<file path="src/rtl/pds_pkg.sv">
package pds_pkg;
    typedef enum logic [1:0] {
        ST_IDLE  = 2'd0,
        ST_DELAY = 2'd1,
        ST_MINON = 2'd2,
        ST_ON    = 2'd3
    } pds_state_e;

    localparam int FLT_N     = 3;
    localparam int FLT_OCP   = 0;
    localparam int FLT_DESAT = 1;
    localparam int FLT_OTEMP = 2;
endpackage

</file>
<file path="src/rtl/pds_pulse_qual.sv">
module pds_pulse_qual #(
    parameter int PWW = 8
) (
    input  logic           clk,
    input  logic           rst_n,
    input  logic           en,
    input  logic           din,
    input  logic [PWW-1:0] pw_min,
    output logic           qual
);
    localparam logic [PWW-1:0] ONE     = PWW'(1);
    localparam logic [PWW-1:0] CNT_TOP = '1;

    logic [PWW-1:0] run_cnt;
    logic [PWW-1:0] pw_eff;

    assign pw_eff = (pw_min == '0) ? ONE : pw_min;
    assign qual   = en && din && (run_cnt == (pw_eff - ONE));

    always_ff @(posedge clk or negedge rst_n) begin
        if (!rst_n) begin
            run_cnt <= '0;
        end else if (!en || !din) begin
            run_cnt <= '0;
        end else if (run_cnt != CNT_TOP) begin
            run_cnt <= run_cnt + ONE;
        end
    end
endmodule

</file>
<file path="src/rtl/pds_cmd_front.sv">
module pds_cmd_front #(
    parameter int PWW = 8
) (
    input  logic           clk,
    input  logic           rst_n,
    input  logic           pulse_mode,
    input  logic           cmd_lvl,
    input  logic           set_pulse,
    input  logic           rst_pulse,
    input  logic [PWW-1:0] pw_min,
    output logic           cmd_q
);
    localparam int N_SRC = 2;

    logic [N_SRC-1:0] raw;
    logic [N_SRC-1:0] qual;
    logic             lvl_q;
    logic             sr_q;

    assign raw = {rst_pulse, set_pulse};

    for (genvar g = 0; g < N_SRC; g++) begin : g_qual
        pds_pulse_qual #(.PWW(PWW)) u_qual (
            .clk   (clk),
            .rst_n (rst_n),
            .en    (pulse_mode),
            .din   (raw[g]),
            .pw_min(pw_min),
            .qual  (qual[g])
        );
    end

    always_ff @(posedge clk or negedge rst_n) begin
        if (!rst_n) begin
            lvl_q <= 1'b0;
            sr_q  <= 1'b0;
        end else begin
            lvl_q <= cmd_lvl;
            if (!pulse_mode)  sr_q <= 1'b0;
            else if (qual[1]) sr_q <= 1'b0;
            else if (qual[0]) sr_q <= 1'b1;
        end
    end

    assign cmd_q = pulse_mode ? sr_q : lvl_q;


    rst_wins_chk: assert property (@(posedge clk) disable iff (!rst_n)
        (pulse_mode && qual[1]) |=> !sr_q);
endmodule

</file>
<file path="src/rtl/pds_fault_latch.sv">
module pds_fault_latch
    import pds_pkg::*;
(
    input  logic             clk,
    input  logic             rst_n,
    input  logic             clr,
    input  logic             arm,
    input  logic             desat_arm,
    input  logic             ocp_flt,
    input  logic             desat_flt,
    input  logic             otemp_flt,
    output logic [FLT_N-1:0] cause,
    output logic             hit
);
    logic [FLT_N-1:0] seen;
    logic [FLT_N-1:0] pick;

    always_comb begin
        seen            = '0;
        seen[FLT_OCP]   = arm && ocp_flt;
        seen[FLT_DESAT] = desat_arm && desat_flt;
        seen[FLT_OTEMP] = arm && otemp_flt;
        pick            = seen & (~seen + FLT_N'(1));
    end

    assign hit = |seen;

    always_ff @(posedge clk or negedge rst_n) begin
        if (!rst_n)             cause <= '0;
        else if (clr)           cause <= '0;
        else if (cause == '0)   cause <= pick;
    end


    cause_onehot_chk: assert property (@(posedge clk) disable iff (!rst_n)
        $onehot0(cause));


    cause_hold_chk: assert property (@(posedge clk) disable iff (!rst_n)
        (cause != '0 && !clr) |=> $stable(cause));
endmodule

</file>
<file path="src/rtl/pwr_drive_seq.sv">
module pwr_drive_seq
    import pds_pkg::*;
#(
    parameter int TW  = 16,
    parameter int PWW = 8
) (
    input  logic             clk,
    input  logic             rst_n,
    input  logic             pulse_mode,
    input  logic             cmd_lvl,
    input  logic             set_pulse,
    input  logic             rst_pulse,
    input  logic [PWW-1:0]   pw_min,
    input  logic [TW-1:0]    dly_cyc,
    input  logic [TW-1:0]    min_on_cyc,
    input  logic [TW-1:0]    max_on_cyc,
    input  logic             neg_chk_en,
    input  logic             ocp_flt,
    input  logic             desat_flt,
    input  logic             negsup_low,
    input  logic             uvlo_flt,
    input  logic             otemp_flt,
    input  logic             inhibit,
    output logic             drive_en,
    output logic [FLT_N-1:0] fault_cause
);
    localparam logic [TW-1:0] ONE = TW'(1);

    pds_state_e    state, nxt;
    logic          cmd_q, cmd_d, rise;
    logic [TW-1:0] cnt, mx;
    logic          block, hit, max_exp, stop_base, stop_on, tmo;

    pds_cmd_front #(.PWW(PWW)) u_front (
        .clk       (clk),
        .rst_n     (rst_n),
        .pulse_mode(pulse_mode),
        .cmd_lvl   (cmd_lvl),
        .set_pulse (set_pulse),
        .rst_pulse (rst_pulse),
        .pw_min    (pw_min),
        .cmd_q     (cmd_q)
    );

    pds_fault_latch u_flt (
        .clk      (clk),
        .rst_n    (rst_n),
        .clr      (state == ST_IDLE && rise),
        .arm      (state != ST_IDLE),
        .desat_arm(state == ST_ON),
        .ocp_flt  (ocp_flt),
        .desat_flt(desat_flt),
        .otemp_flt(otemp_flt),
        .cause    (fault_cause),
        .hit      (hit)
    );

    assign rise      = cmd_q && !cmd_d;
    assign block     = uvlo_flt || inhibit || (neg_chk_en && negsup_low);
    assign tmo       = (cnt <= ONE);
    assign max_exp   = (max_on_cyc != '0) && (mx <= ONE);
    assign stop_base = !cmd_q || (fault_cause != '0) || hit || block;
    assign stop_on   = stop_base || max_exp;

    always_comb begin
        nxt = state;
        unique case (state)
            ST_IDLE:  if (rise) nxt = ST_DELAY;
            ST_DELAY: if (tmo)  nxt = stop_base ? ST_IDLE : ST_MINON;
            ST_MINON: if (tmo)  nxt = stop_on ? ST_IDLE : ST_ON;
            ST_ON:    if (stop_on) nxt = ST_IDLE;
            default:  nxt = ST_IDLE;
        endcase
    end

    always_ff @(posedge clk or negedge rst_n) begin
        if (!rst_n) begin
            state <= ST_IDLE;
            cmd_d <= 1'b0;
        end else begin
            state <= nxt;
            cmd_d <= cmd_q;
        end
    end

    always_ff @(posedge clk or negedge rst_n) begin
        if (!rst_n) begin
            cnt <= '0;
            mx  <= '0;
        end else if (state == ST_IDLE && rise) begin
            cnt <= dly_cyc;
        end else if (state == ST_DELAY && nxt == ST_MINON) begin
            cnt <= min_on_cyc;
            mx  <= max_on_cyc;
        end else begin
            if (cnt != '0) cnt <= cnt - ONE;
            if ((state == ST_MINON || state == ST_ON) && mx != '0) mx <= mx - ONE;
        end
    end

    always_comb begin
        drive_en = (state == ST_MINON) || (state == ST_ON);
    end


    min_hold_chk: assert property (@(posedge clk) disable iff (!rst_n)
        (state == ST_MINON && cnt > ONE) |=> drive_en);


    block_off_chk: assert property (@(posedge clk) disable iff (!rst_n)
        (state == ST_ON && block) |=> !drive_en);


    fault_stop_chk: assert property (@(posedge clk) disable iff (!rst_n)
        (state == ST_ON && fault_cause != '0) |=> state == ST_IDLE);


    desat_blank_chk: assert property (@(posedge clk) disable iff (!rst_n)
        (state == ST_MINON && desat_flt && !ocp_flt && !otemp_flt && fault_cause == '0)
        |=> fault_cause == '0);


    rise_origin_chk: assert property (@(posedge clk) disable iff (!rst_n)
        $rose(drive_en) |-> $past(state) == ST_DELAY);
endmodule

</file>
<file path="config.mk">
export PLATFORM = sky130hd
export DESIGN_NAME = pwr_drive_seq
export DESIGN_NICKNAME = d
export VERILOG_FILES = /design/src/rtl/pds_pkg.sv /design/src/rtl/pds_pulse_qual.sv /design/src/rtl/pds_cmd_front.sv /design/src/rtl/pds_fault_latch.sv /design/src/rtl/pwr_drive_seq.sv
export SDC_FILE = /design/constraint.sdc
export NUM_CORES = 1
export LEC_CHECK = 0
export BUFFER_PORTS_ARGS = -buffer_cell sky130_fd_sc_hd__buf_2
export CAP_MARGIN = 20
export CORE_ASPECT_RATIO = 2
export CORE_MARGIN = 1
export CORE_UTILIZATION = 45
export DETAILED_ROUTE_END_ITERATION = 10
export GPL_TIMING_DRIVEN = 0
export PLACE_DENSITY = 0.64
export SLEW_MARGIN = 0
export SYNTH_ARGS = -nofsm -noshare
export SYNTH_HDL_FRONTEND = slang
export SYNTH_SLANG_ARGS = --single-unit
</file>
<file path="constraint.sdc">
create_clock -name clk -period 4.6 [get_ports clk]
set_input_delay 0.92 -clock clk [delete_from_list [all_inputs] [get_ports clk]]
set_output_delay 0.92 -clock clk [all_outputs]
set_load 0.01 [all_outputs]
</file>
Yosys cells after proc, flatten, opt, wreduce, memory -nomap -nowiden --
Index checks and enable logic that the tools add are counted.
Storage, ports and cells: flip-flop bits (word level) 56, input bits 69, output and inout bits 4, logic and storage cells 94
Cells by class: $add $sub $neg 6, order comparisons 2, equality and inequality tests 9, multiplexer cells 23, bitwise operators 3, reductions and logical operators 42
Operator list (number):
- 16-bit two-way mux | 5
- 16-bit nonzero test | 3
- 8-bit two-way mux | 5
- 16-bit by 1-bit less-or-equal comparator with 1-bit output (second input constant) | 2
- 16-bit by 1-bit subtractor with 16-bit output (second input constant) | 2
- 8-bit by 1-bit adder with 8-bit output (second input constant) | 2
- 8-bit equality test | 2
- 8-bit inequality test (second input constant) | 2
- 1-bit logical AND | 13
- 2-bit two-way mux | 6
- 2-bit nonzero test | 5
- 1-bit logical OR | 9
- 8-bit logical NOT | 1
- 2-bit case mux with 4 select lines | 1
- 8-bit by 1-bit subtractor with 8-bit output (second input constant) | 1
- 2-bit equality test (second input constant) | 3
- 3-bit two-way mux | 2
- 3-bit nonzero test | 2
- 1-bit logical NOT | 5
- 1-bit two-way mux | 4
- 3-bit by 1-bit adder with 3-bit output (second input constant) | 1
- 3-bit bitwise AND | 1
- 3-bit logical NOT | 1
- 3-bit by 1-bit inequality test with 1-bit output (second input constant) | 1
- 6 further kinds | 6

Longest topological paths before layout --
Gate-level depths: netlist (run 1).
word-level depth 13, mapped depth 12, mapped depth without buffers 10

By module --
From an unflattened synthesis (run 1), not the netlist that was laid out.
Unflattened totals: cell total of the unflattened synthesis 435, area, all modules 3819.9 um2
Modules (own cells, without submodules):
- pwr_drive_seq | instances 1, cells an instance 263, area an instance 2277.2 um2, seq. area each 875.8 um2
- pds_pulse_qual | instances 2, cells an instance 76, area an instance 659.4 um2, seq. area each 200.2 um2
- pds_fault_latch | instances 1, cells an instance 15, area an instance 142.6 um2, seq. area each 75.1 um2
- pds_cmd_front | instances 1, cells an instance 5, area an instance 81.3 um2, seq. area each 50.0 um2

Least setup slack after synthesis (run 1) --
OpenSTA, ideal clock, no wires.
kind input to register, start input port pw_min[3], end register u_front.sr_q, data arrival time 3.215 ns, data required time 4.474 ns, setup slack 1.259 ns, stages on the path 11, path buffers 1, cell sequence clkbuf_1 > nor4_1 > and2_1 > nor2_1 > ha_1 > xnor2_1 > a2111oi_0 > o221ai_1 > a221oi_1 > nand4_1 > o311a_1
Between the ends: cells in the longest elaborated chain, start to end 7, elaborated cells on any way between the ends 10, classes of those cells add/sub: 1; eq/ne: 3; mux: 3; reduce/logical: 3
Ends and longest elaborated chain:
- start: declaration | RTL line pwr_drive_seq.sv:13 | input logic [PWW-1:0] pw_min,
- 8-bit logical NOT | RTL line pds_pulse_qual.sv:17 | assign pw_eff = (pw_min == '0) ? ONE : pw_min;
- 8-bit two-way mux (*) | RTL line pds_pulse_qual.sv:17
- 8-bit by 1-bit subtractor with 8-bit output (*) | RTL line pds_pulse_qual.sv:18 | assign qual = en && din && (run_cnt == (pw_eff - ONE));
- 8-bit equality test | RTL line pds_pulse_qual.sv:18
- 1-bit logical AND | RTL line pds_pulse_qual.sv:18
- 1-bit two-way mux | RTL line pds_cmd_front.sv:40 | else if (qual[1]) sr_q <= 1'b0;
- 1-bit two-way mux | RTL line pds_cmd_front.sv:39 | if (!pulse_mode) sr_q <= 1'b0;
- end signal: assignment | RTL line pds_cmd_front.sv:39
- end signal: assignment | RTL line pds_cmd_front.sv:40
- end signal: assignment | RTL line pds_cmd_front.sv:41 | else if (qual[0]) sr_q <= 1'b1;
- end: declaration | RTL line pds_cmd_front.sv:18 | logic sr_q;
Every way passes the cells marked *; elsewhere a longest branch is shown, timed or not. A chain may end at the register's enable or synchronous reset.

Worst setup path after layout (run 1) --
Same ends and word-level chain as after synthesis.

==> results of run 1 <==
-- per-layer routing --
layer	GRT usage, %	routed length (um)
met3	3.114	289
met5	0	0
met2	47.44	6007
met4	10.40	280
met1	26.11	3896
-- sequential cells by signal, indices dropped and copies added, names as in the netlist --
register                       count
mx                                16
cmd_d                              1
u_front.lvl_q                      1
u_front.sr_q                       1
cnt                               16
state                              2
u_front.g_qual.u_qual.run_cnt     16
u_flt.cause                        3
-- final cells by class --
cell class | count | area share [%]
inverter | 10 | 0.8429
clock buffer | 5 | 2.810
timing repair buffer | 73 | 8.542
multi-input combinational | 339 | 50.60
sequential | 56 | 31.47
clock inverter | 2 | 0.2810
buffer | 18 | 2.697
tap | 98 | 2.754
-- synth_stat cells (all sizes together) (10+ instances only) --
master / number / area, um2
xor2: 17 / 148.9
nor3: 14 / 86.34
o21ai: 31 / 188.9
dfrtp: 56 / 1401
nor2: 60 / 225.2
mux2i: 11 / 110.1
nand2: 29 / 123.9
xnor2: 15 / 131.4
inv: 10 / 37.54
a21oi: 24 / 120.1
nor4: 19 / 125.1
nand3: 17 / 85.08
-- cell families (layout without fill, tap and decap cells) --
family                   count (synthesis)  after routing  share of synthesized area [%]
AO/OA/AOI/OAI                           98             98                          18.31
XOR/XNOR                                32             32                          7.352
adder cells (fa/ha/maj)                  8              8                          2.626
buffers and inverters                   28            108                          4.135
flip-flops                              56             56                          36.76
multiplexers                            14             14                          3.873
AND/OR/NAND/NOR                        187            187                          26.95
-- power breakdown --
group	switching (mW)	internal, mW	leakage, nW
combinational	0.0535	0.0434	1.15
sequential	0.00726	0.498	0.680
clock	0.177	0.198	0.0657
total	0.237	0.740	1.90
-- critical path, cell delays in order --
cell	delay (ns)
buf_2	0.10
clkbuf_1	0.20
nor4_1	0.43
and2_1	0.25
nor2_1	0.09
ha_1	0.36
xnor2_1	0.14
a2111oi_0	0.35
o221ai_1	0.18
a221oi_1	0.27
nand4_1	0.13
o311a_1	0.36
-- final timing paths --
check	endpoint	slack, ns	cells after the start
min in group asynchronous	cnt[3]	0.60	1
max	u_front.sr_q	1.00	12
min	u_flt.cause[2]	0.54	2
min reg2reg	u_flt.cause[2]	0.54	2
max in group asynchronous	mx[11]	3.42	2
max reg2reg	mx[1]	1.97	7
==> impl_metrics.json, run 1 <==
{
  "timing.max_cap.violations": 0,
  "final_common_cell": "buf_2",
  "p_total_mw": 0.9773,
  "cts_buffers": 5,
  "routedWlPerCell_um": 17.43,
  "place_congestion": 0.8471,
  "multi_input_area_mm2": 0.002253,
  "final.period_utilization_pct": 78.20,
  "row_count": 47,
  "post-route-drc-count": 0,
  "grt_pass1_vias": 3561,
  "finalWirelength_um": 10470,
  "n_fill_cell": 830,
  "tns_ns": 0,
  "start_kind": "input port",
  "irDropWorstVdd_mv": 0.2261,
  "cts-hold-fix-buffers": 0,
  "grt_antenna_before_repair": 0,
  "io_buffer_count": 71,
  "diodes": 0,
  "final_cells": 601,
  "synth_warnings": 0,
  "p_leak_nw": 1.897,
  "fin_nets": 580,
  "final_cell_mix": "buf_2 (75), nor2_1 (60), dfrtp_1 (56)",
  "via_per_inst": 5.963,
  "cp.arrival_ns": 3.78,
  "synth_fp_nets": 500,
  "coreArea_mm2": 0.008233,
  "die-height_um": 132.2,
  "drive_gt1_share_pct": 23.06,
  "fin_area_mm2": 0.004453,
  "hp-class": "reg -> reg",
  "worstPathRequired_ns": 4.78,
  "htreeDepth": 2,
  "post_dp_cell_area_mm2": 0.004315,
  "ys_types": 70,
  "post_cts_buffers": 0,
  "path_class": "in -> reg",
  "dr.first_iter.drc_count": 132,
  "worstSetupStartpoint": "pw_min[3]",
  "ctsLongestPathBuffers": 2,
  "die_area_mm2": 0.008867,
  "cts_resized": 0,
  "relSlewSlack_pct": 47.13,
  "drtPass1Iterations": 4,
  "async_reset_ff_share_pct": 100.0,
  "status": "completed",
  "skew_ns": 0.006817,
  "initial_core_util_pct": 46.31,
  "track_usage_pct": 25.13,
  "whs_ns": 0.5387,
  "power.density_mw_per_mm2": 219.5,
  "grt_first_pass_wirelength_um": 16960,
  "finalHoldViolCount": 0,
  "layout_setup_ws_ns": 1.003,
  "syn-instance-count": 423,
  "utilization_pct": 54.09,
  "ioPinCount": 73,
  "min_period_ns": 3.597,
  "rsz0062_at_grt": "no",
  "seq_area_mm2": 0.001401,
  "r2r-start": "cnt[6]",
  "hold_path_startpoint": "u_flt.cause[2]",
  "ys.flop_type": "dfrtp_1",
  "slew_violations": 0,
  "root_buffer": "clkbuf_16",
  "path_max_fanout": 10,
  "ys_ff_latch": 56,
  "finalSetupViolCount": 0,
  "grt_max_degree": 36,
  "cp-end-kind": "flip-flop",
  "clk_pin_slew_ns": 0.07,
  "dp_slack_ns": 0.6698,
  "grt-ovfl-total": 0,
  "cts_tree": "yes",
  "synth-seq-area-share_pct": 36.76,
  "synth_area_mm2": 0.003812,
  "clock_latency_ns": 0.30,
  "ant_nets": 0,
  "cts_sinks": 56,
  "syn_avg_cell_area_um2": 9.013,
  "place_hpwl_um": 8118,
  "fmax_mhz": 278.0,
  "vias": 3584,
  "placedCellCount": 594,
  "syn_to_final_growth_pct": 16.80,
  "die_w_um": 67.09,
  "synth_edf_count": 0,
  "worst_slew_pin_slew_ns": 0.7859
}
Power figures use the tool's default switching activity.
==> run 2, diff against run 1 <==
==> constraint.sdc (replaced) <==
create_clock -name clk -period 3.57 [get_ports clk]
set_input_delay 0.714 -clock clk [delete_from_list [all_inputs] [get_ports clk]]
set_output_delay 0.714 -clock clk [all_outputs]
set_load 0.01 [all_outputs]
==> run 2 against run 1 <==
  * Routed wire length decreased by 0.23%
  * Global-route usage unchanged
  * Highest routed layer unchanged
  * Flip-flop and latch count is the same
==> impl_metrics.json, run 2 (synthesis results as in run 1) <==
{
  "r2r-end": "mx[1]",
  "finalHoldViolCount": 0,
  "p_leak_nw": 1.897,
  "min_period_ns": 3.330,
  "hp-class": "in -> async",
  "fmax_mhz": 300.3,
  "tns_ns": 0,
  "io_buffer_count": 71,
  "grt-ovfl-total": 0,
  "drive_gt1_share_pct": 23.26,
  "path_max_fanout": 10,
  "timing.max_cap.violations": 0,
  "path_class": "in -> reg",
  "final_cell_mix": "buf_2 (75), nor2_1 (60), dfrtp_1 (56)",
  "die-height_um": 132.2,
  "path_buf_inv": 2,
  "status": "completed",
  "finalWirelength_um": 10450,
  "placedCellCount": 594,
  "cp-end-kind": "flip-flop",
  "cp_cell_sequence": "buf_2 -> clkbuf_1 -> nor4_2 -> and2_1 -> nor2_1 -> ha_1 -> xnor2_1 -> a2111oi_1 -> o221ai_1 -> a221oi_1 -> nand4_1 -> o311a_1",
  "n_fill_cell": 830,
  "reg2reg_depth": 7,
  "multi_input_area_mm2": 0.002261,
  "power.density_mw_per_mm2": 282.4,
  "grt_first_pass_wirelength_um": 16960,
  "finalSetupViolCount": 0,
  "slew_violations": 0,
  "routedWlPerCell_um": 17.39,
  "dp_slack_ns": -0.1542,
  "ctsLongestPathBuffers": 2,
  "initial_core_util_pct": 46.31,
  "seq_area_mm2": 0.001401,
  "cts-hold-fix-buffers": 0,
  "final.period_utilization_pct": 93.27,
  "clk_pin_slew_ns": 0.07,
  "irDropWorstVdd_mv": 0.2913,
  "syn_to_final_growth_pct": 17.00,
  "dr.first_iter.drc_count": 138,
  "grt_max_degree": 36,
  "largestRegisters": "cnt x16, mx x16, u_front.g_qual.u_qual.run_cnt x16",
  "cts_tree": "yes",
  "utilization_pct": 54.18,
  "grt_antenna_before_repair": 0,
  "final_common_cell": "buf_2",
  "vias": 3607,
  "cts_buffers": 5,
  "cts_sinks": 56,
  "row_count": 47,
  "htreeDepth": 2,
  "grt_pass1_vias": 3561,
  "die_area_mm2": 0.008867,
  "rsz0062_at_grt": "no",
  "ioPinCount": 73,
  "layout_setup_ws_ns": 0.2403,
  "skew_ns": 0.006724,
  "max_stage_delay_ns": 0.38,
  "coreArea_mm2": 0.008233,
  "cp.arrival_ns": 3.51,
  "fin_area_mm2": 0.004461,
  "via_per_inst": 6.002,
  "final_cells": 601,
  "worst_slew_pin_slew_ns": 0.7851,
  "clock_latency_ns": 0.30,
  "ant_nets": 0,
  "root_buffer": "clkbuf_16",
  "die_w_um": 67.09,
  "diodes": 0,
  "worst_path_max_delay_cell": "nor4_2",
  "path_delay_family": "compound AO/OA/AOI/OAI gates",
  "relSlewSlack_pct": 47.18,
  "start_kind": "input port",
  "drtPass1Iterations": 4,
  "fin_nets": 580,
  "post-route-drc-count": 0,
  "place_hpwl_um": 8118,
  "r2r-start": "cnt[6]",
  "track_usage_pct": 25.13,
  "worstPathRequired_ns": 3.75,
  "rrSetupSlack_ns": 0.94,
  "place_congestion": 0.8471,
  "post_dp_cell_area_mm2": 0.004315
}
run 2: report_power, final:
| group | switching, mW | internal (mW) | leakage [nW] |
|---|---|---|---|
| clock network | 0.227 | 0.255 | 0.0657 |
| registers | 0.00938 | 0.642 | 0.680 |
| logic | 0.0693 | 0.0562 | 1.15 |
| total | 0.306 | 0.954 | 1.90 |
run 2: worst max-delay path by stage:
stage                   end      start  depth (start not counted)
2_1_floorplan  u_front.sr_q  pw_min[3]                         11
3_3_place_gp   u_front.sr_q  pw_min[3]                         12
3_5_place_dp   u_front.sr_q  pw_min[3]                         12
4_1_cts        u_front.sr_q  pw_min[3]                         12
5_1_grt        u_front.sr_q  pw_min[3]                         13
6_report       u_front.sr_q  pw_min[3]                         12
run 2: routing by layer:
metal  vias to the layer above  global-route usage (%)  share of wire [%]
met3                        22                   3.114                2.9
li1                       1729                       -                  -
met2                        89                   47.44                 57
met4                         0                   10.40                2.7
met1                      1767                   26.11                 37
met5                         -                       0                  0
run 2: area by class of cell:
class	instances	area share (%)
plain buffers	18	2.693
clock buffers	5	2.805
clock inverters	2	0.2805
inverters	10	0.8415
multi-input cells	339	50.69
flip-flops and latches	56	31.42
well taps	98	2.749
repair buffers	73	8.527
run 2: stage by stage:
stage | hold slack [ns] | power (mW)
after floorplan | 0.4184 | 0.7080
after global placement | 0.5279 | 0.7835
after detailed placement | 0.5312 | 0.7885
after CTS | 0.4129 | 1.277
after global routing | 0.4395 | 1.308
final | 0.3934 | 1.260
run 2: repair_timing:
action                     CTS  global route
setup endpoints to repair    0             1
buffers inserted             0             0
resized for setup            0             2
==> run 3, diff against run 2 <==
--- a/config.mk
+++ b/config.mk
@@ -5,14 +5,14 @@
 export SDC_FILE = /design/constraint.sdc
 export NUM_CORES = 1
 export LEC_CHECK = 0
-export BUFFER_PORTS_ARGS = -buffer_cell sky130_fd_sc_hd__buf_2
+export BUFFER_PORTS_ARGS = -buffer_cell sky130_fd_sc_hd__buf_4
 export CAP_MARGIN = 20
 export CORE_ASPECT_RATIO = 2
 export CORE_MARGIN = 1
-export CORE_UTILIZATION = 45
+export CORE_UTILIZATION = 56
 export DETAILED_ROUTE_END_ITERATION = 10
 export GPL_TIMING_DRIVEN = 0
-export PLACE_DENSITY = 0.64
+export PLACE_DENSITY = 0.91
 export SLEW_MARGIN = 0
 export SYNTH_ARGS = -nofsm -noshare
 export SYNTH_HDL_FRONTEND = slang
==> run 3 against run 2 <==
  * Clock skew decreased by 0.0010 ns
  * Combinational power increased by 17%
  * Cell count decreased by 1.7%
  * Largest cell class unchanged
  * Register-to-register slack about the same
  * Clock power increased by 16%
  * Flip-flop and latch count unchanged
  * Global-route usage increased by 6.3 points
  * Die area decreased by 19%
  * Highest routed layer unchanged
  * Critical endpoint unchanged
  * Non-clock buffer count decreased by 1
  * Power increased by 7.8%
==> impl_metrics.json, run 3 (synthesis results as in run 1) <==
{
  "status": "completed",
  "path_max_fanout": 10,
  "finalHoldViolCount": 0,
  "placedCellCount": 583,
  "cp-end-kind": "flip-flop",
  "sw_frac_of_total_pct": 22.78,
  "critPathMostFrequentCell": "clkbuf_1",
  "grt_antenna_before_repair": 0,
  "ant_nets": 0,
  "cts_sinks": 56,
  "p_total_mw": 1.358,
  "grt-ovfl-total": 0,
  "fin_nets": 579,
  "routedWlPerCell_um": 17.84,
  "grt_pass1_vias": 3750,
  "worstPathRequired_ns": 3.75,
  "track_usage_pct": 31.39,
  "power_switching_mw": 0.3094,
  "cp_cell_sequence": "buf_4 -> clkbuf_1 -> nor4_2 -> and2_1 -> nor2_1 -> ha_1 -> or3b_1 -> clkbuf_1 -> nor4_1 -> o21ai_0 -> o21ai_1 -> nand4_1 -> o311a_1",
  "cts_tree": "yes",
  "die-height_um": 118.7,
  "pwr-share-clk_pct": 41.1,
  "relSlewSlack_pct": 37.74,
  "dp_slack_ns": -0.08203,
  "grt_max_degree": 57,
  "post_cts_buffers": 0,
  "root_buffer": "clkbuf_16",
  "vias": 3683,
  "tns_ns": 0,
  "slew_violations": 0,
  "max_stage_delay_ns": 0.36,
  "diodes": 0,
  "finalWirelength_um": 10550,
  "largestRegisters": "cnt x16, mx x16, u_front.g_qual.u_qual.run_cnt x16",
  "rsz0062_at_grt": "no",
  "coreArea_mm2": 0.006621,
  "power.density_mw_per_mm2": 293.0,
  "place_congestion": 0.8889,
  "hp-class": "in -> async",
  "path_class": "in -> reg",
  "post_dp_cell_area_mm2": 0.004461,
  "drtPass1Iterations": 6,
  "fin_area_mm2": 0.004636,
  "htreeDepth": 2,
  "io_buffer_count": 71,
  "p_leak_nw": 1.963,
  "initial_core_util_pct": 57.58,
  "post-route-drc-count": 0,
  "p_int_mw": 1.049,
  "final_cells": 591,
  "ioPinCount": 73,
  "layout_setup_ws_ns": 0.3887,
  "p_seq_share_pct": 48.0,
  "worst_slew_pin_slew_ns": 0.9254,
  "finalSetupViolCount": 0,
  "dr.first_iter.drc_count": 272,
  "rrSetupSlack_ns": 0.95,
  "clk_pin_slew_ns": 0.07,
  "syn_to_final_growth_pct": 21.60,
  "ctsLongestPathBuffers": 2,
  "row_count": 42,
  "die_w_um": 60.35,
  "place_hpwl_um": 7980,
  "skew_ns": 0.005691,
  "cts_buffers": 5,
  "final_cell_mix": "buf_4 (71), nor2_1 (60), dfrtp_1 (56)",
  "die_area_mm2": 0.007162,
  "irDropWorstVdd_mv": 0.3356,
  "drive_gt1_share_pct": 23.26,
  "fmax_mhz": 314.3,
  "cp.arrival_ns": 3.37,
  "final_common_cell": "buf_4",
  "clock_latency_ns": 0.30,
  "worst_path_max_delay_cell": "or3b_1",
  "start_kind": "input port",
  "via_per_inst": 6.232,
  "final.period_utilization_pct": 89.11,
  "min_period_ns": 3.181,
  "timing.max_cap.violations": 0,
  "grt_first_pass_wirelength_um": 16820,
  "power_frac_comb_pct": 10.9
}
==> run 3: cell count changes in the layout (fill, tap and decap cells not counted), sizes merged <==
cell	before	now
buf	82	81
bufinv	0	1
==> run 3: repair_timing <==
action,in CTS,in global routing
endpoints found under the hold margin,0,0
hold buffers,0,0
setup endpoints to repair,0,1
gates resized for setup,0,2
==> run 3: metrics by stage <==
stage / util (%) / hold slack [ns]
floorplan: - / 0.4184
global placement: 67.29 / 0.5159
detailed placement: 67.37 / 0.5371
CTS: 69.90 / 0.4934
global route: 70.01 / 0.5190
finish: 70.01 / 0.4622
==> run 3: worst paths after layout <==
kind,endpoint,cells past startpoint,from
max reg2reg,mx[12],7,mx[3]
max,u_front.sr_q,13,pw_min[3]
max in group asynchronous,u_front.g_qual[1].u_qual.run_cnt[6],1,rst_n
min reg2reg,mx[9],2,mx[9]
min,u_front.g_qual[0].u_qual.run_cnt[2],1,rst_n
min in group clk,u_front.lvl_q,1,cmd_lvl
==> run 3: worst max-delay path: cells and delay by family <==
family,cells,cell delay [ns]
adders and majority gates,1,0.28
buffers and inverters,3,0.58
AOI/OAI and AO/OA,3,0.58
and+or+nand+nor,6,1.21
==> run 3: final cells by class <==
cell class,instances,area (um2)
buffer,18,120.1
clock buffer,5,125.1
clock inverter,3,42.54
fill,532,1986
inverter,10,37.54
multi-input combinational,339,2261
sequential,56,1401
tap,88,110.1
timing repair buffer,72,538.0
==> run 3: metal layers <==
| layer | vias to the layer above | track usage [%] | part of all wire, % |
|---|---|---|---|
| met5 | - | 0 | 0 |
| li1 | 1734 | - | - |
| met3 | 39 | 5.033 | 4.8 |
| met4 | 0 | 15.99 | 3.9 |
| met2 | 155 | 58.52 | 58 |
| met1 | 1755 | 30.62 | 34 |
==> run 3: power groups by stage <==
| stage | Clock [mW] | Combinational [mW] | Sequential (mW) |
|---|---|---|---|
| finish | 0.559 | 0.148 | 0.652 |
| global route | 0.586 | 0.161 | 0.652 |
| CTS | 0.568 | 0.147 | 0.651 |
| detailed placement | 0 | 0.146 | 0.663 |
| global placement | 0 | 0.142 | 0.663 |
| floorplan | 0 | 0.0444 | 0.664 |
